--- src/rtl/ecc_pkg.sv ---
package ecc_pkg;

    localparam int DATA_W = 32;
    localparam int CHK_W  = 6;
    localparam int CODE_W = DATA_W + CHK_W;
    localparam int LANES  = DATA_W / 8;

    typedef logic [DATA_W-1:0] word_t;
    typedef logic [CODE_W-1:0] code_t;
    typedef logic [CHK_W-1:0]  syn_t;

    typedef enum logic [2:0] {
        S_INIT,
        S_IDLE,
        S_READ,
        S_FIX,
        S_MERGE,
        S_WRITE,
        S_DONE
    } ctl_state_t;

    // position p (1-based) carries a check bit when p is a power of two
    function automatic logic is_check_pos(input int p);
        return ((p & (p - 1)) == 0);
    endfunction

    // scatter data bits over the non-check positions, check slots left zero
    function automatic code_t spread_data(input word_t d);
        code_t c;
        int    j;
        c = '0;
        j = 0;
        for (int p = 1; p <= CODE_W; p++) begin
            if (!is_check_pos(p)) begin
                c[p-1] = d[j];
                j++;
            end
        end
        return c;
    endfunction

    // gather data bits back from the non-check positions
    function automatic word_t gather_data(input code_t c);
        word_t d;
        int    j;
        d = '0;
        j = 0;
        for (int p = 1; p <= CODE_W; p++) begin
            if (!is_check_pos(p)) begin
                d[j] = c[p-1];
                j++;
            end
        end
        return d;
    endfunction

    // XOR of the position numbers of all set bits
    function automatic syn_t code_syndrome(input code_t c);
        syn_t s;
        s = '0;
        for (int p = 1; p <= CODE_W; p++) begin
            if (c[p-1]) s = s ^ CHK_W'(p);
        end
        return s;
    endfunction

endpackage

--- src/rtl/ecc_enc.sv ---
module ecc_enc
    import ecc_pkg::*;
(
    input  word_t data_in,
    output code_t code_out
);

    code_t base;
    code_t chk_vec;
    syn_t  base_syn;

    assign base     = spread_data(data_in);
    assign base_syn = code_syndrome(base);

    // each power-of-two slot takes the syndrome bit that names it
    for (genvar i = 0; i < CODE_W; i++) begin : g_slot
        if (((i + 1) & i) == 0) begin : g_chk
            assign chk_vec[i] = base_syn[$clog2(i + 1)];
        end else begin : g_dat
            assign chk_vec[i] = 1'b0;
        end
    end

    assign code_out = base | chk_vec;

endmodule

--- src/rtl/ecc_dec.sv ---
module ecc_dec
    import ecc_pkg::*;
(
    input  code_t code_in,
    output word_t data_out,
    output logic  fixed
);

    syn_t  syn;
    code_t flip_mask;

    assign syn = code_syndrome(code_in);

    // one decoder line per codeword position; out-of-range syndromes hit none
    for (genvar i = 0; i < CODE_W; i++) begin : g_hit
        assign flip_mask[i] = (syn == CHK_W'(i + 1));
    end

    assign fixed    = |flip_mask;
    assign data_out = gather_data(code_in ^ flip_mask);

endmodule

--- src/rtl/ecc_byte_rmw.sv ---
module ecc_byte_rmw
    import ecc_pkg::*;
#(
    parameter int ADDR_W = 6
) (
    input  logic              clk,
    input  logic              rst_n,
    input  logic              req_valid,
    input  logic              req_write,
    input  logic [ADDR_W-1:0] req_addr,
    input  logic [7:0]        req_wdata,
    output logic              ready,
    output logic              done,
    output logic [7:0]        rdata,
    output logic              corrected,
    output logic [ADDR_W-3:0] mem_addr,
    output logic              mem_rd,
    output logic              mem_we,
    output logic [37:0]       mem_wdata,
    input  logic [37:0]       mem_rdata
);

    localparam int WORD_AW   = ADDR_W - 2;
    localparam int NUM_WORDS = 1 << WORD_AW;
    localparam logic [WORD_AW-1:0] LAST_WORD = WORD_AW'(NUM_WORDS - 1);

    ctl_state_t          state, state_nx;
    logic [WORD_AW-1:0]  fill_idx;
    logic [ADDR_W-1:0]   addr_q;
    logic                wr_q;
    logic [7:0]          wbyte_q;
    word_t               word_q;
    logic                fix_q;

    word_t               enc_in;
    code_t               enc_out;
    word_t               dec_data;
    logic                dec_fixed;

    ecc_enc u_enc (
        .data_in  (enc_in),
        .code_out (enc_out)
    );

    ecc_dec u_dec (
        .code_in  (mem_rdata),
        .data_out (dec_data),
        .fixed    (dec_fixed)
    );

    // state register
    always_ff @(posedge clk or negedge rst_n) begin
        if (!rst_n) state <= S_INIT;
        else        state <= state_nx;
    end

    // transitions
    always_comb begin
        state_nx = state;
        unique case (state)
            S_INIT:  if (fill_idx == LAST_WORD) state_nx = S_IDLE;
            S_IDLE:  if (req_valid)             state_nx = S_READ;
            S_READ:                             state_nx = S_FIX;
            S_FIX:   state_nx = wr_q ? S_MERGE : S_DONE;
            S_MERGE:                            state_nx = S_WRITE;
            S_WRITE:                            state_nx = S_DONE;
            S_DONE:                             state_nx = S_IDLE;
            default:                            state_nx = S_INIT;
        endcase
    end

    // datapath registers
    always_ff @(posedge clk or negedge rst_n) begin
        if (!rst_n) begin
            fill_idx <= '0;
            addr_q   <= '0;
            wr_q     <= 1'b0;
            wbyte_q  <= '0;
            word_q   <= '0;
            fix_q    <= 1'b0;
        end else begin
            unique case (state)
                S_INIT: fill_idx <= fill_idx + 1'b1;
                S_IDLE: begin
                    if (req_valid) begin
                        addr_q  <= req_addr;
                        wr_q    <= req_write;
                        wbyte_q <= req_wdata;
                        fix_q   <= 1'b0;
                    end
                end
                S_FIX: begin
                    word_q <= dec_data;
                    fix_q  <= dec_fixed;
                end
                S_MERGE: begin
                    for (int l = 0; l < LANES; l++) begin
                        if (addr_q[1:0] == 2'(l)) word_q[l*8 +: 8] <= wbyte_q;
                    end
                end
                default: ;
            endcase
        end
    end

    assign enc_in = (state == S_INIT) ? '1 : word_q;

    // outputs
    always_comb begin
        ready     = 1'b0;
        done      = 1'b0;
        corrected = 1'b0;
        rdata     = word_q[addr_q[1:0]*8 +: 8];
        mem_addr  = addr_q[ADDR_W-1:2];
        mem_rd    = 1'b0;
        mem_we    = 1'b0;
        mem_wdata = enc_out;
        unique case (state)
            S_INIT: begin
                mem_addr = fill_idx;
                mem_we   = 1'b1;
            end
            S_IDLE:  ready  = 1'b1;
            S_READ:  mem_rd = 1'b1;
            S_WRITE: mem_we = 1'b1;
            S_DONE: begin
                done      = 1'b1;
                corrected = fix_q;
            end
            default: ;
        endcase
    end

    // assertions
    a_r1_init_all_ones: assert property (@(posedge clk) disable iff (!rst_n)
        (state == S_INIT) |-> (gather_data(mem_wdata) == '1));

    a_r3_read_follows_accept: assert property (@(posedge clk) disable iff (!rst_n)
        (ready && req_valid) |=> mem_rd);

    a_r5_writeback_carries_word: assert property (@(posedge clk) disable iff (!rst_n)
        (state == S_WRITE) |-> (gather_data(mem_wdata) == word_q));

    a_r6_flag_only_with_done: assert property (@(posedge clk) disable iff (!rst_n)
        corrected |-> done);

    a_r7_done_single_cycle: assert property (@(posedge clk) disable iff (!rst_n)
        done |=> !done);

    a_r7_busy_after_accept: assert property (@(posedge clk) disable iff (!rst_n)
        (ready && req_valid) |=> !ready);

    a_r8_strobes_exclusive: assert property (@(posedge clk) disable iff (!rst_n)
        !(mem_rd && mem_we));

endmodule

--- config.mk ---
export PLATFORM = sky130hd
export DESIGN_NAME = ecc_byte_rmw
export DESIGN_NICKNAME = d
export VERILOG_FILES = /design/src/rtl/ecc_pkg.sv /design/src/rtl/ecc_enc.sv /design/src/rtl/ecc_dec.sv /design/src/rtl/ecc_byte_rmw.sv
export SDC_FILE = /design/constraint.sdc
export NUM_CORES = 1
export LEC_CHECK = 0
export BUFFER_PORTS_ARGS = -buffer_cell sky130_fd_sc_hd__clkbuf_2
export CORE_MARGIN = 2
export CORE_UTILIZATION = 52
export DETAILED_ROUTE_END_ITERATION = 10
export PLACE_DENSITY = 0.89
export SLEW_MARGIN = 20
export SYNTH_ARGS = -nofsm -noshare
export SYNTH_HDL_FRONTEND = slang
export SYNTH_SLANG_ARGS = --single-unit
--- constraint.sdc ---
create_clock -name clk -period 4.7 [get_ports clk]
set_clock_uncertainty 0.2 [all_clocks]
set_input_delay 0.94 -clock clk [delete_from_list [all_inputs] [get_ports clk]]
set_output_delay 0.94 -clock clk [all_outputs]
set_load 0.01 [all_outputs]
==> flow_summary.json, run 1 <==
{
  "post_cts_resized": 0,
  "cts_tree": "built",
  "fin_crit_sh": 0.775,
  "cts_sinks": 55,
  "crit_path_start_kind": "input pin",
  "grt_pass1_vias": 3824,
  "status": "complete, no violations",
  "fin_tns_setup_ns": 0,
  "crit_arrival_ns": 3.65,
  "netlist_area_mm2": 0.00478,
  "crit_fanout": 15,
  "overflow": 0,
  "insertion_delay_ns": 0.31,
  "area.growth.synth_to_final_pct": 15.1,
  "worstSetupPathType": "in2reg",
  "top_level_ports": 111,
  "crit_required_ns": 4.70,
  "slew_violations": 0,
  "grt.busiest_layer": "met2",
  "maxSlewHeadroom": 0.364,
  "final_common_cell": "clkbuf_2",
  "h-tree-depth": 2,
  "layout-drive-gt1-share": 0.380,
  "drc": 0,
  "vias": 3962,
  "gp_congestion": 0.905,
  "use_met3": 0.0272,
  "yosysSeqAreaShare": 0.288,
  "start_util": 0.528,
  "netlist_top_cells_area": "dfrtp_1 29%, xnor2_1 15%, xor2_1 8.1%",
  "grt_usage": 0.262,
  "n_antenna_cell": 0,
  "finalSetupViolCount": 0,
  "clockBufferDepth": 2,
  "rows": 35,
  "coreArea_mm2": 0.00906,
  "synth_edf_count": 0,
  "cts_root_buffer": "clkbuf_8",
  "die-height_um": 99.9,
  "routed_wirelength_mm": 12.6,
  "grt_first_pass_wirelength_mm": 20.5,
  "tightest_slew_ns": 0.952,
  "rsz0062_at_grt": "false",
  "yosys_warnings": 0,
  "cts_buffers": 5,
  "cts_setup_buffers": 0,
  "async_reset_ff_frac": 1.00,
  "nNetsFinal": 627,
  "endpoint_kind": "flip-flop",
  "place_hpwl_mm": 9.82,
  "drt_iter0_drc": 325,
  "yosysTopAreaCell": "dfrtp_1",
  "hold_buffers": 0,
  "hp-class": "reg2reg",
  "die_area_mm2": 0.00998,
  "grt_max_degree": 56,
  "routedWlPerCell_um": 18.5,
  "die_w_um": 99.9,
  "ys_ff_latch": 55,
  "final_cell_mix": "110 x clkbuf_2, 81 x xnor2_1, 55 x dfrtp_1, 51 x nor2_1, 44 x xor2_1",
  "synth_top_area_share": 0.288,
  "synth_area_per_cell_um2": 10.1,
  "synth.distinct_cells": 50,
  "fillers": 746,
  "synthesis.nets": 533,
  "netlist_instances": 476,
  "drv_cap": 0,
  "fin_crit_ns": 3.64,
  "grtUsageMet1": 0.381,
  "finalHoldViolations": 0,
  "first_pass_iters": 5,
  "fmax_mhz": 274,
  "ys.flop_type": "dfrtp_1",
  "io_buffers": 110,
  "postRouteAntennaNets": 0,
  "viasPerCell": 5.81,
  "clk_pin_slew_worst_paths_ns": 0.10,
  "use_met2": 0.418,
  "antenna_found_initial": 0
}
## kinds of logic after synthesis
logic type	Yosys count	synth area share
adder cells (fa/ha/maj)	1	0.00261
AND/OR/NAND/NOR	153	0.177
multiplexers	28	0.0847
AO/OA/AOI/OAI	65	0.103
XOR/XNOR	145	0.316
buffers and inverters	29	0.0293
flip-flops	55	0.288
## flip-flops by register name, indices dropped and copies added (netlist names)
name      cells
fix_q         1
wbyte_q       8
state         3
wr_q          1
word_q       32
addr_q        6
fill_idx      4
## area by class of cell
| type | count | area (µm²) | share of cell area |
|---|---|---|---|
| Clock buffer | 6 | 72.6 | 0.0132 |
| Clock inverter | 2 | 38.8 | 0.00704 |
| Inverter | 1 | 3.75 | 0.000681 |
| Multi-Input combinational cell | 392 | 3290 | 0.597 |
| Sequential cell | 55 | 1380 | 0.250 |
| Tap cell | 111 | 139 | 0.0252 |
| Timing Repair Buffer | 115 | 588 | 0.107 |
## Yosys cell counts, types with 6 or more instances
cell,n
a211oi_1,6
a21oi_1,28
a221oi_2,10
clkbuf_1,16
dfrtp_1,55
mux2_2,20
mux4_2,8
nand2_1,9
nand4_1,24
nor2_1,52
nor3_1,6
or2_2,34
xnor2_1,81
xnor3_1,10
xor2_1,44
## worst max-delay path, stage by stage
cell and delay [ns]:
clkbuf_2 0.13, xor2_1 0.21, xnor2_1 0.38, xnor3_1 0.48
nor2b_1 0.75, nand4_1 0.20, xor2_1 0.24, a221oi_1 0.32
## path summary, 6_finish.rpt
| check | cells past startpoint | slack (ns) | start | to |
|---|---|---|---|---|
| max | 8 | 1.06 | mem_rdata[30] | word_q[11]$_DFFE_PN0P_ |
| min | 1 | 0.31 | addr_q[4]$_DFFE_PN0P_ | addr_q[4]$_DFFE_PN0P_ |
| max reg2reg | 7 | 2.35 | state[1]$_DFFE_PN0P_ | word_q[17]$_DFFE_PN0P_ |
| min reg2reg | 1 | 0.31 | addr_q[4]$_DFFE_PN0P_ | addr_q[4]$_DFFE_PN0P_ |
| max in group asynchronous | 2 | 3.28 | rst_n | word_q[2]$_DFFE_PN0P_ |
| min in group asynchronous | 2 | 0.54 | rst_n | wbyte_q[2]$_DFFE_PN0P_ |
## stage by stage
step | area [µm²] | utilization | std cells | worst slack (ns) | hold WS (ns)
2_1_floorplan | 4780 | - | 476 | 1.52 | 0.262
3_3_place_gp | 5390 | 0.594 | 674 | 0.897 | 0.284
3_5_place_dp | 5390 | 0.595 | 674 | 0.747 | 0.296
4_1_cts | 5510 | 0.607 | 682 | 1.08 | 0.319
5_1_grt | 5510 | 0.608 | 682 | 0.824 | 0.340
6_report | 5510 | 0.608 | 682 | 1.06 | 0.314
## layer usage
| layer | vias to the layer above | wire length [µm] |
|---|---|---|
| met1 | 1868 | 5430 |
| met3 | 21 | 1050 |
| li1 | 1852 | - |
| met2 | 221 | 5870 |
| met5 | - | 0 |
| met4 | 0 | 271 |
Power of run 1 is left out: the tool's default activity adds up to more than one toggle a clock period on the data nets, which glitch-free logic cannot reach.
==> inputs of run 2 (changes only) <==
Settings changed: ABC_AREA set to 1, CORE_UTILIZATION 52 to 51, PLACE_DENSITY 0.89 to 0.9.
Clock period 4.7 ns to 3.1 ns, I/O delays scaled along.
==> flow_summary.json, run 2 <==
{
  "grt_usage": 0.289,
  "multiInputGateArea_mm2": 0.00366,
  "h-tree-depth": 2,
  "vias": 6206,
  "yosys_warnings": 0,
  "final_cell_mix": "244 x nand2_1, 107 x clkbuf_2, 98 x inv_1, 74 x nor2_1, 72 x nand3_1",
  "clockBufferDepth": 2,
  "finalHoldViolations": 0,
  "rsz0062_at_grt": "true",
  "endpoint_kind": "output pin",
  "yosysSeqAreaShare": 0.250,
  "holdWs_ns": 0.305,
  "reg_top3": "word_q (32), wbyte_q (8), addr_q (6)",
  "netlist_top_cells_area": "dfrtp_1 25%, nand2_1 17%, xor2_1 9.1%",
  "synthesis.nets": 926,
  "io_buffers": 110,
  "drc": 0,
  "violations": "setup timing",
  "fin_crit_ns": 3.25,
  "netlist_instances": 869,
  "grt_max_degree": 33,
  "slew_violations": 0,
  "synth.most_common_cell": "nand2_1",
  "yosys-top-cells-count": "252 x nand2_1, 98 x inv_1, 74 x nor2_1, 72 x nand3_1, 57 x xor2_1",
  "drv_cap": 0,
  "rows": 37,
  "tightest_slew_ns": 0.729,
  "coreArea_mm2": 0.0104,
  "postRouteAntennaNets": 0,
  "yosysTopAreaCell": "dfrtp_1",
  "hp-class": "reg2reg",
  "place_hpwl_mm": 13.2,
  "die-height_um": 108,
  "gp_congestion": 0.964,
  "first_pass_iters": 6,
  "ys.flop_type": "dfrtp_1",
  "top_level_ports": 111,
  "crit_required_ns": 2.28,
  "insertion_delay_ns": 0.32,
  "crit_arrival_ns": 2.43,
  "grt_first_pass_wirelength_mm": 26.6,
  "grt_pass1_vias": 5573,
  "largest_reg_flops": 32,
  "status": "finished, violations left",
  "cts_buffers": 5,
  "crit_path_start_kind": "flip-flop",
  "worstSetupPathType": "reg2out",
  "synth_top_area_share": 0.250,
  "synth_edf_count": 0,
  "viasPerCell": 5.55,
  "regMostFlops": "word_q",
  "area.growth.synth_to_final_pct": 19.4,
  "cts_tree": "built",
  "fillers": 918,
  "crit_fanout": 12,
  "die_w_um": 108,
  "ys_ff_latch": 55,
  "finalSetupViolCount": 3,
  "clk_pin_slew_worst_paths_ns": 0.11,
  "async_reset_ff_frac": 1.00,
  "fmax_mhz": 308,
  "nNetsFinal": 1040,
  "synth_area_per_cell_um2": 6.33,
  "cts_root_buffer": "clkbuf_8",
  "synth.distinct_cells": 34,
  "die_area_mm2": 0.0116,
  "power_mw": 8.28,
  "n_antenna_cell": 0,
  "maxSlewHeadroom": 0.513,
  "layout-drive-gt1-share": 0.224,
  "drt_iter0_drc": 539,
  "power.density_mw_per_mm2": 1260,
  "overflow": 0,
  "cts_sinks": 55,
  "routed_wirelength_mm": 17.1,
  "regArea_mm2": 0.00138,
  "ir_drop_uv": 1730,
  "start_util": 0.528,
  "final_common_cell": "nand2_1",
  "routedWlPerCell_um": 15.3,
  "fin_tns_setup_ns": -0.370,
  "antenna_found_initial": 0,
  "layout_setup_ws_ns": -0.149,
  "leakage_nw": 3.58,
  "fin_crit_sh": 1.05,
  "netlist_area_mm2": 0.00550
}
run 2: changes by cell type after synthesis, sizes merged, moves of 21 or more:
cell   previous run  this run
o21ai             6        37
nand4            27         6
nor2             54        80
xnor2            85        40
a31oi             1        24
nand2             9       256
or2              35         9
inv               1       120
nand3             1        72
run 2: layout make-up:
| cell class | count | share of cell area |
|---|---|---|
| repair buffers | 140 | 0.123 |
| inverters | 121 | 0.0703 |
| clock buffers | 5 | 0.0105 |
| flip-flops and latches | 55 | 0.210 |
| multi-input cells | 660 | 0.558 |
| well taps | 136 | 0.0259 |
| clock inverters | 2 | 0.00248 |
run 2: logic make-up after synthesis:
logic type | count (synthesis) | synth area share
AND/OR/NAND/NOR | 435 | 0.332
buffers and inverters | 154 | 0.110
AO/OA/AOI/OAI | 114 | 0.122
XOR/XNOR | 97 | 0.157
flip-flops | 55 | 0.250
multiplexers | 13 | 0.0266
adder cells (fa/ha/maj) | 1 | 0.00227
run 2: timing repair:
action	CTS	global route
hold buffers	1	0
endpoints found under the hold margin	11	0
pin swaps	16	11
endpoints found under the setup margin	6	6
gates resized for setup	28	20
setup buffers	5	3
run 2: worst max-delay path, cell delays in order, from the launching register on:
cell	delay, ns
dfrtp_1	0.42
nor2_4	0.06
nand2_4	0.11
inv_8	0.06
or2_4	0.25
xnor2_1	0.21
xnor2_1	0.16
xor2_1	0.31
xor2_1	0.21
xor2_1	0.16
inv_1	0.05
clkbuf_2	0.12
run 2: final timing paths:
path | from | depth (start not counted) | slack, ns | end
worst max-delay path | state[1]$_DFFE_PN0P_ | 11 | -0.15 | mem_wdata[1]
worst min-delay path | fill_idx[3]$_DFFE_PN0P_ | 1 | 0.31 | fill_idx[3]$_DFFE_PN0P_
worst max register to register | state[1]$_DFFE_PN0P_ | 9 | 0.51 | word_q[15]$_DFFE_PN0P_
worst min register to register | fill_idx[3]$_DFFE_PN0P_ | 1 | 0.31 | fill_idx[3]$_DFFE_PN0P_
max in group asynchronous | rst_n | 3 | 1.52 | word_q[29]$_DFFE_PN0P_
min in group asynchronous | rst_n | 2 | 0.54 | addr_q[3]$_DFFE_PN0P_
run 2: report_power, final:
part,total [mW],internal (mW),switching (mW)
sequential,1.37,1.06,0.311
combinational,6.51,2.76,3.75
clock,0.399,0.158,0.241
total,8.28,3.98,4.30
run 2: per-stage QoR:
stage | setup slack (ns) | util | instance area [µm²] | cells
detailed placement | 0.0569 | 0.598 | 6220 | 1103
global route | -0.239 | 0.630 | 6570 | 1119
global placement | 0.164 | 0.598 | 6220 | 1103
finish | -0.149 | 0.630 | 6570 | 1119
floorplan | 0.207 | - | 5500 | 869
CTS | -0.129 | 0.620 | 6460 | 1116
run 2: per-layer routing:
metal	vias to the layer above	wire, µm	share of wire	global-route usage
met2	395	8050	0.47	0.494
met3	80	1640	0.095	0.0345
met5	-	0	0	0
met1	2747	6620	0.39	0.361
li1	2984	-	-	-
met4	0	823	0.048	0.139
(Power assumes the default switching activity.)
